[src/rtl/rf2_pkg.sv]
package rf2_pkg;
  localparam int unsigned NUM_REGS = 2;
  localparam int unsigned SEL_W    = (NUM_REGS > 1) ? $clog2(NUM_REGS) : 1;

  typedef enum logic [1:0] {
    WR_NONE = 2'b00,
    WR_R0   = 2'b01,
    WR_R1   = 2'b10,
    WR_BOTH = 2'b11
  } wr_code_e;
endpackage

[src/rtl/rf2_wr_decode.sv]
module rf2_wr_decode
  import rf2_pkg::*;
(
  input  logic [1:0]          wr_code,
  output logic [NUM_REGS-1:0] wr_en
);
  // each bit of the destination code enables the register of the same index
  always_comb begin
    unique case (wr_code_e'(wr_code))
      WR_NONE: wr_en = 2'b00;
      WR_R0:   wr_en = 2'b01;
      WR_R1:   wr_en = 2'b10;
      WR_BOTH: wr_en = 2'b11;
      default: wr_en = 2'b00;
    endcase
  end
endmodule

[src/rtl/rf2_store.sv]
module rf2_store
  import rf2_pkg::*;
#(
  parameter int unsigned DATA_W = 16
) (
  input  logic                             clk,
  input  logic                             rst,
  input  logic [NUM_REGS-1:0]              wr_en,
  input  logic [DATA_W-1:0]                wr_data,
  output logic [NUM_REGS-1:0][DATA_W-1:0]  regs_q
);
  for (genvar gi = 0; gi < NUM_REGS; gi++) begin : g_entry
    always_ff @(posedge clk) begin
      if (rst)            regs_q[gi] <= '0;
      else if (wr_en[gi]) regs_q[gi] <= wr_data;
    end
  end
endmodule

[src/rtl/rf2_read_port.sv]
module rf2_read_port
  import rf2_pkg::*;
#(
  parameter int unsigned DATA_W = 16
) (
  input  logic [NUM_REGS-1:0][DATA_W-1:0] regs,
  input  logic [SEL_W-1:0]                sel,
  output logic [DATA_W-1:0]               data
);
  always_comb data = regs[sel];
endmodule

[src/rtl/rf2_eq_cmp.sv]
module rf2_eq_cmp #(
  parameter int unsigned DATA_W = 16
) (
  input  logic [DATA_W-1:0] a,
  input  logic [DATA_W-1:0] b,
  output logic              same
);
  always_comb same = (a == b);
endmodule

[src/rtl/rf2_regfile.sv]
module rf2_regfile
  import rf2_pkg::*;
#(
  parameter int unsigned DATA_W = 16
) (
  input  logic              clk,
  input  logic              rst,
  input  logic [DATA_W-1:0] wr_data,
  input  logic [1:0]        wr_code,
  input  logic [1:0]        rd_sel,
  output logic [DATA_W-1:0] rd_a_data,
  output logic [DATA_W-1:0] rd_b_data,
  output logic              eq,
  output logic [DATA_W-1:0] dbg_reg0,
  output logic [DATA_W-1:0] dbg_reg1
);
  localparam int unsigned NUM_PORTS = 2;

  logic [NUM_REGS-1:0]              wr_en;
  logic [NUM_REGS-1:0][DATA_W-1:0]  regs_q;
  logic [NUM_PORTS-1:0][DATA_W-1:0] port_data;

  rf2_wr_decode u_dec (
    .wr_code (wr_code),
    .wr_en   (wr_en)
  );

  rf2_store #(.DATA_W(DATA_W)) u_store (
    .clk     (clk),
    .rst     (rst),
    .wr_en   (wr_en),
    .wr_data (wr_data),
    .regs_q  (regs_q)
  );

  // select bit p steers read port p (port 0 = A, port 1 = B)
  for (genvar gp = 0; gp < NUM_PORTS; gp++) begin : g_port
    rf2_read_port #(.DATA_W(DATA_W)) u_rd (
      .regs (regs_q),
      .sel  (rd_sel[gp +: SEL_W]),
      .data (port_data[gp])
    );
  end

  rf2_eq_cmp #(.DATA_W(DATA_W)) u_eq (
    .a    (port_data[0]),
    .b    (port_data[1]),
    .same (eq)
  );

  assign rd_a_data = port_data[0];
  assign rd_b_data = port_data[1];
  assign dbg_reg0  = regs_q[0];
  assign dbg_reg1  = regs_q[1];
endmodule

[config.mk]
export PLATFORM = sky130hd
export DESIGN_NAME = rf2_regfile
export DESIGN_NICKNAME = d
export VERILOG_FILES = /design/src/rtl/rf2_pkg.sv /design/src/rtl/rf2_wr_decode.sv /design/src/rtl/rf2_store.sv /design/src/rtl/rf2_read_port.sv /design/src/rtl/rf2_eq_cmp.sv /design/src/rtl/rf2_regfile.sv
export SDC_FILE = /design/constraint.sdc
export NUM_CORES = 1
export LEC_CHECK = 0
export ABC_AREA = 0
export BUFFER_PORTS_ARGS = -buffer_cell sky130_fd_sc_hd__buf_2
export CAP_MARGIN = 5
export CORE_ASPECT_RATIO = 1.75
export CORE_UTILIZATION = 49
export DETAILED_ROUTE_END_ITERATION = 16
export MAX_ROUTING_LAYER = met4
export PLACE_DENSITY = 0.84
export SYNTH_ARGS = -nofsm -noshare
export SYNTH_HDL_FRONTEND = slang
export SYNTH_SLANG_ARGS = --single-unit
[constraint.sdc]
create_clock -name clk -period 2.48 [get_ports clk]
set_input_delay 0.496 -clock clk [delete_from_list [all_inputs] [get_ports clk]]
set_output_delay 0.496 -clock clk [all_outputs]
set_load 0.05 [all_outputs]
==> out/metrics.csv, run 1 <==
stage;metric;value;unit
outcome;outcome;finished, final reports clean;
cts;TritonCTS clock tree;built;
detailed_routing;Routed Antenna Nets;0;
final_layout;Final #Nets;271;
cts;CTS H-tree lvls;2;
die;Die Span X;46.61;um
synthesis;Top FF cell, synth;dfxtp_1;
critical_path;element type at the critical path end;output port;
global_route;grt total ovfl;0;
critical_path;Arr. time, crit path;1860;ps
critical_path;reg-to-reg critical path endpoint;u_store.regs_q[28]$_SDFFE_PP0P_;
synthesis;EDFF count, synth;0;
synthesis;synth cell count leaders;nor2_1 (33), dfxtp_1 (32), mux2i_1 (32), mux2_2 (30), xor2_1 (16);
final_layout;area delta synth->final;32.62;%
timing;Final Hold Viols;0;
cts;CTS Sinks;32;
global_route;vias in the first global route;1340;
timing;clock period minus final worst setup slack;2355;ps
critical_path;reg2reg start;u_store.regs_q[28]$_SDFFE_PP0P_;
critical_path;reg2reg path depth;2;
detailed_routing;WL final;4148;um
cts;clock transition at the registers of the reported paths;60;ps
cts;root cell of the clock tree;clkbuf_8;
detailed_routing;Vias;1506;
timing;Setup violations, final;0;
global_route;first-pass GRT wire length;6141;um
final_layout;fillcell total;297;
die;initial core utilization;50.74;%
timing;Max Slew Vio Count;0;
detailed_routing;DRT Pass-1 Iters;4;
detailed_routing;DR DRC count;0;
final_layout;Largest regs;u_store.regs_q: 32 flops;
flow_run;max-capacitance violation count;0;
final_layout;Util after Layout;67.30;%
min_path;worst min path class;primary input to flop;
global_route;largest net degree at the start of global routing;33;
global_route;total global-route track usage;23.76;%
placed_design;Placed Cells incl. Taps;287;
global_route;antenna violations before repair;0;
cts;worst skew pair latency;280;ps
final_layout;Reg area;640.6;um2
synthesis;FFs w/ async S/R, synth;0;%
die;# IOs;87;
synthesis;Seq/Total Area, Yosys;37.54;%
critical_path;CP Max Fanout;5;
die;Rows;28;
timing;Setup Total Neg Slack;0;ps
synthesis;top-count cell post-synth;nor2_1;
synthesis;Distinct cells, synth;14;
final_layout;layout cell share with drive strength beyond 1;51.60;%
detailed_routing;vias per cell;5.105;
cts;hold_buf cts;0;
cts;Post-CTS Setup Inserts;0;
synthesis;Mapped Cells;163;
critical_path;CP endpoint;eq;
final_layout;Non-Filler Instances;295;
critical_path;crit path launch;u_store.regs_q[8]$_SDFFE_PP0P_;
die;chip height;80.07;um
power_and_ir_drop;Cell Pwr Density;662.6;nW/um2
die;die area;3732;um2
final_layout;multi-input logic area;1013;um2
synthesis;synth warn;0;
timing;Worst-Margin Slew;578.8;ps
critical_path;kind of critical path;flop to output port;
timing;final worst setup slack;125.5;ps
final_layout;ant diodes;0;
timing;Final period util;94.94;%
synthesis;post-synthesis sequential element count;32;
detailed_routing;Wirelength per Cell;14.06;um
cts;clk buf depth;2;
synthesis;post-synth top area share;37.54;%
critical_path;Data required, critical path;1980;ps
timing;FMAX;424.7;MHz
final_layout;max reg flops;32;
die;CORE AREA;3363;um2
placed_design;gpl congestion;0.7669;
synthesis;Syn Nets;185;
cts;CTS buffer count;5;
critical_path;FF-to-FF setup slack;1790;ps
synthesis;dominant cells by area after synthesis;dfxtp_1 (38%), mux2_2 (20%), mux2i_1 (19%);
placed_design;Post-DP HPWL;3044;um
final_layout;Top reg by flops;u_store.regs_q;
timing;Relative slew margins;61.41;%
timing;unrepaired setup endpoints after global routing;no;
synthesis;Avg Inst Size Synth;10.47;um2
placed_design;Port-buffer cells;86;
timing;Setup Skew;0;ps
synthesis;Synth Cell Area;1707;um2
detailed_routing;Iter 0 DRT Violations;32;
placed_design;Post-Place Setup Slack;188.8;ps
critical_path;startpoint type of the worst setup path;flop;
power_and_ir_drop;Leak;1.287;nW
power_and_ir_drop;peak supply drop;0.4963;mV
synthesis;Synth area leader;dfxtp_1;
kinds of logic (layout without fill, tap and decap cells):
family / count (synthesis) / count (layout) / share of synthesized area [%]
compound gates: 1 / 1 / 0.8795
mux: 64 / 64 / 40.32
simple gates: 39 / 39 / 9.311
xor+xnor: 16 / 16 / 8.211
buf+inv: 11 / 98 / 3.739
flops: 32 / 32 / 37.54
repair_timing:
item / in CTS / in global routing
hold endpoints to repair: 0 / 0
gates resized for setup: 0 / 2
endpoints found under the setup margin: 0 / 1
cell type report:
type | instances | area share [%]
clock buffer | 8 | 3.980
multi-input combinational | 120 | 44.78
sequential | 32 | 28.30
tap | 45 | 2.488
timing repair buffer | 90 | 20.45
report_power, final:
group	internal (mW)	switching, mW	leakage [nW]
combinational	0.150	0.361	0.977
sequential	0.545	0.0401	0.264
clock	0.226	0.177	0.0455
how the worst min path moves through the flow:
stage                               startpoint                              end  cells past startpoint
3_3_place_gp   u_store.regs_q[26]$_SDFFE_PP0P_  u_store.regs_q[26]$_SDFFE_PP0P_                      2
3_5_place_dp   u_store.regs_q[26]$_SDFFE_PP0P_  u_store.regs_q[26]$_SDFFE_PP0P_                      2
5_1_grt                             wr_data[1]   u_store.regs_q[1]$_SDFFE_PP0P_                      3
4_1_cts                            wr_data[15]  u_store.regs_q[15]$_SDFFE_PP0P_                      3
6_report                            wr_data[6]  u_store.regs_q[22]$_SDFFE_PP0P_                      3
2_1_floorplan                              rst   u_store.regs_q[8]$_SDFFE_PP0P_                      1
through the flow:
step / hold WS, ps / cell area (um2) / total power [mW]
2_1_floorplan: 568.4 / 1718 / 0.9940
3_3_place_gp: 536.4 / 2171 / 1.100
3_5_place_dp: 544.8 / 2171 / 1.107
4_1_cts: 465.4 / 2261 / 1.506
5_1_grt: 466.2 / 2263 / 1.573
6_report: 464.2 / 2263 / 1.500
cell usage in the layout, fill, tap and decap left out:
cell type,n
mux2_2,30
nand2_1,1
or2_0,1
nand4_1,1
mux2_4,2
clkbuf_1,2
nor2_1,33
xor2_1,16
clkbuf_8,6
dfxtp_1,32
buf_4,5
buf_2,85
nor4_1,3
mux2i_1,32
a221oi_4,1
worst max-delay path, stage by stage, from the launching register on:
cell and delay (ps):
dfxtp_1 350, xor2_1 170, nor4_1 320, nand4_1 220, a221oi_4 280, buf_4 240
metal layers:
layer,part of all wire [%],track usage (%)
met5,0,-
met4,2.6,10.29
met3,4.4,6.292
met2,55,40.28
met1,38,24.61
(Power assumes the default switching activity.)
==> run 2, diff against run 1 <==
- CORE_UTILIZATION: 49 -> 50
- CTS_BUF_LIST: unset -> sky130_fd_sc_hd__clkbuf_8
- PLACE_DENSITY: 0.84 -> 0.88
==> out/metrics.csv, run 2 (synthesis results as in run 1) <==
stage;metric;value;unit
outcome;outcome;finished, final reports clean;
timing;clock period minus final worst setup slack;2307;ps
critical_path;reg2reg start;u_store.regs_q[27]$_SDFFE_PP0P_;
min_path;min-delay src;wr_data[10];
final_layout;layout cell share with drive strength beyond 1;52.61;%
critical_path;Buf+Inv Stages, Crit Path;1;
cts;worst skew pair latency;280;ps
global_route;antenna violations before repair;0;
die;initial core utilization;53.18;%
critical_path;FF-to-FF setup slack;1770;ps
die;CORE AREA;3209;um2
detailed_routing;DR DRC count;0;
die;# IOs;87;
cts;Post-CTS Setup Inserts;0;
global_route;vias in the first global route;1380;
cts;CTS buffer count;5;
power_and_ir_drop;part of the power in the clock network;32.9;%
timing;Setup Skew;0;ps
final_layout;area delta synth->final;34.53;%
timing;final worst setup slack;173.3;ps
critical_path;kind of cell adding the most delay to the critical path;simple AND/OR/NAND/NOR gates;
power_and_ir_drop;NetSw;0.5848;mW
final_layout;Largest regs;u_store.regs_q: 32 flops;
global_route;first-pass GRT wire length;6272;um
timing;unrepaired setup endpoints after global routing;no;
power_and_ir_drop;Cell Pwr Density;711.6;nW/um2
min_path;hold endpoint;u_store.regs_q[26]$_SDFFE_PP0P_;
power_and_ir_drop;share of power burned in registers;35.8;%
timing;Setup Total Neg Slack;0;ps
critical_path;Arr. time, crit path;1810;ps
detailed_routing;vias per cell;5.103;
final_layout;most frequent cells in the layout;buf_2 (85), nor2_1 (33), mux2i_1 (32), dfxtp_1 (32), mux2_2 (30);
placed_design;Placed Cells incl. Taps;284;
timing;Max Slew Vio Count;0;
final_layout;fillcell total;253;
detailed_routing;WL final;4134;um
critical_path;Cell Chain, Critical Path;xor2_1, nor4_1, nand4_1, a221oi_4, buf_4;
detailed_routing;Iter 0 DRT Violations;16;
final_layout;max reg flops;32;
detailed_routing;Wirelength per Cell;14.16;um
critical_path;reg2reg path depth;2;
min_path;Hold Path Cell Cnt;3;
cts;TritonCTS clock tree;built;
final_layout;Final #Nets;270;
timing;Relative slew margins;62.99;%
final_layout;Non-Filler Instances;292;
cts;clk buf depth;2;
power_and_ir_drop;Sw Share;35.79;%
placed_design;gpl congestion;0.8147;
detailed_routing;Routed Antenna Nets;0;
placed_design;Post-DP HPWL;3035;um
placed_design;Post-Place Setup Slack;232.1;ps
critical_path;CP peak stage delay;350;ps
detailed_routing;DRT Pass-1 Iters;4;
power_and_ir_drop;Pint;1.049;mW
critical_path;reg-to-reg critical path endpoint;u_store.regs_q[27]$_SDFFE_PP0P_;
power_and_ir_drop;peak supply drop;0.4940;mV
timing;Worst-Margin Slew;555.1;ps
final_layout;ant diodes;0;
die;die area;3660;um2
cts;CTS H-tree lvls;2;
timing;Final period util;93.01;%
cts;hold_buf cts;0;
timing;Final Hold Viols;0;
flow_run;max-capacitance violation count;0;
final_layout;most common cell after layout, fill and taps aside;buf_2;
die;chip height;79.29;um
critical_path;element type at the critical path end;output port;
global_route;grt total ovfl;0;
timing;Setup violations, final;0;
placed_design;Port-buffer cells;86;
final_layout;Top reg by flops;u_store.regs_q;
global_route;total global-route track usage;24.19;%
die;Die Span X;46.17;um
cts;clock transition at the registers of the reported paths;70;ps
power_and_ir_drop;Comb pwr share;31.3;%
power_and_ir_drop;Leak;1.302;nW
die;Rows;27;
critical_path;startpoint type of the worst setup path;flop;
cts;CTS Sinks;32;
global_route;largest net degree at the start of global routing;33;
timing;FMAX;433.5;MHz
critical_path;CP Max Fanout;5;
critical_path;CP max stage cell;dfxtp_1;
min_path;worst min path class;primary input to flop;
cts;root cell of the clock tree;clkbuf_8;
detailed_routing;Vias;1490;
critical_path;Data required, critical path;1980;ps
critical_path;kind of critical path;flop to output port;
run 2: through the flow:
step                power (mW)  utilization [%]  hold slack, ps  area (um2)
global route             1.695            71.54           475.5        2296
CTS                      1.643            71.27           458.5        2287
detailed placement       1.104            67.33           536.0        2161
floorplan               0.9940                -           568.4        1718
finish                   1.634            71.54           462.8        2296
global placement         1.096            67.33           518.5        2161
run 2: power by group through the flow:
stage                     Combinational, mW  Clock (mW)  Sequential, mW
after floorplan                       0.299           0           0.695
final                                 0.511       0.538           0.584
after detailed placement              0.509           0           0.595
after global routing                  0.538       0.568           0.590
after global placement                0.503           0           0.593
after CTS                             0.511       0.549           0.584
run 2: how the worst max path moves through the flow:
stage	start	end	slack, ps	depth (start not counted)
2_1_floorplan	rd_sel[0]	eq	110	4
3_3_place_gp	rd_sel[0]	eq	250	5
3_5_place_dp	rd_sel[0]	eq	230	5
4_1_cts	u_store.regs_q[8]$_SDFFE_PP0P_	eq	40	5
5_1_grt	u_store.regs_q[12]$_SDFFE_PP0P_	eq	20	5
6_report	u_store.regs_q[12]$_SDFFE_PP0P_	eq	170	5
run 2: layout make-up:
class | count | area, um2 | area share (%)
clock inverter | 1 | 30.03 | 1.308
tap | 43 | 53.80 | 2.343
timing repair buffer | 89 | 455.4 | 19.84
clock buffer | 7 | 96.34 | 4.196
multi-input combinational | 120 | 1020 | 44.41
sequential | 32 | 640.6 | 27.90
run 2: tightest hold or removal path: stages:
cell and delay [ps]:
buf_2 80, mux2i_1 60, nor2_1 70
run 2: repair_timing:
item                                    in CTS  in global routing
endpoints found under the setup margin       0                  1
endpoints found under the hold margin        0                  0
resized for setup                            0                  3
run 2: layer usage:
metal / part of all wire (%) / wire length (um) / track usage, %
met2: 57 / 2365 / 43.66
met5: 0 / 0 / -
met3: 3.9 / 163 / 4.773
met4: 2.4 / 101 / 12.06
met1: 36 / 1503 / 22.55
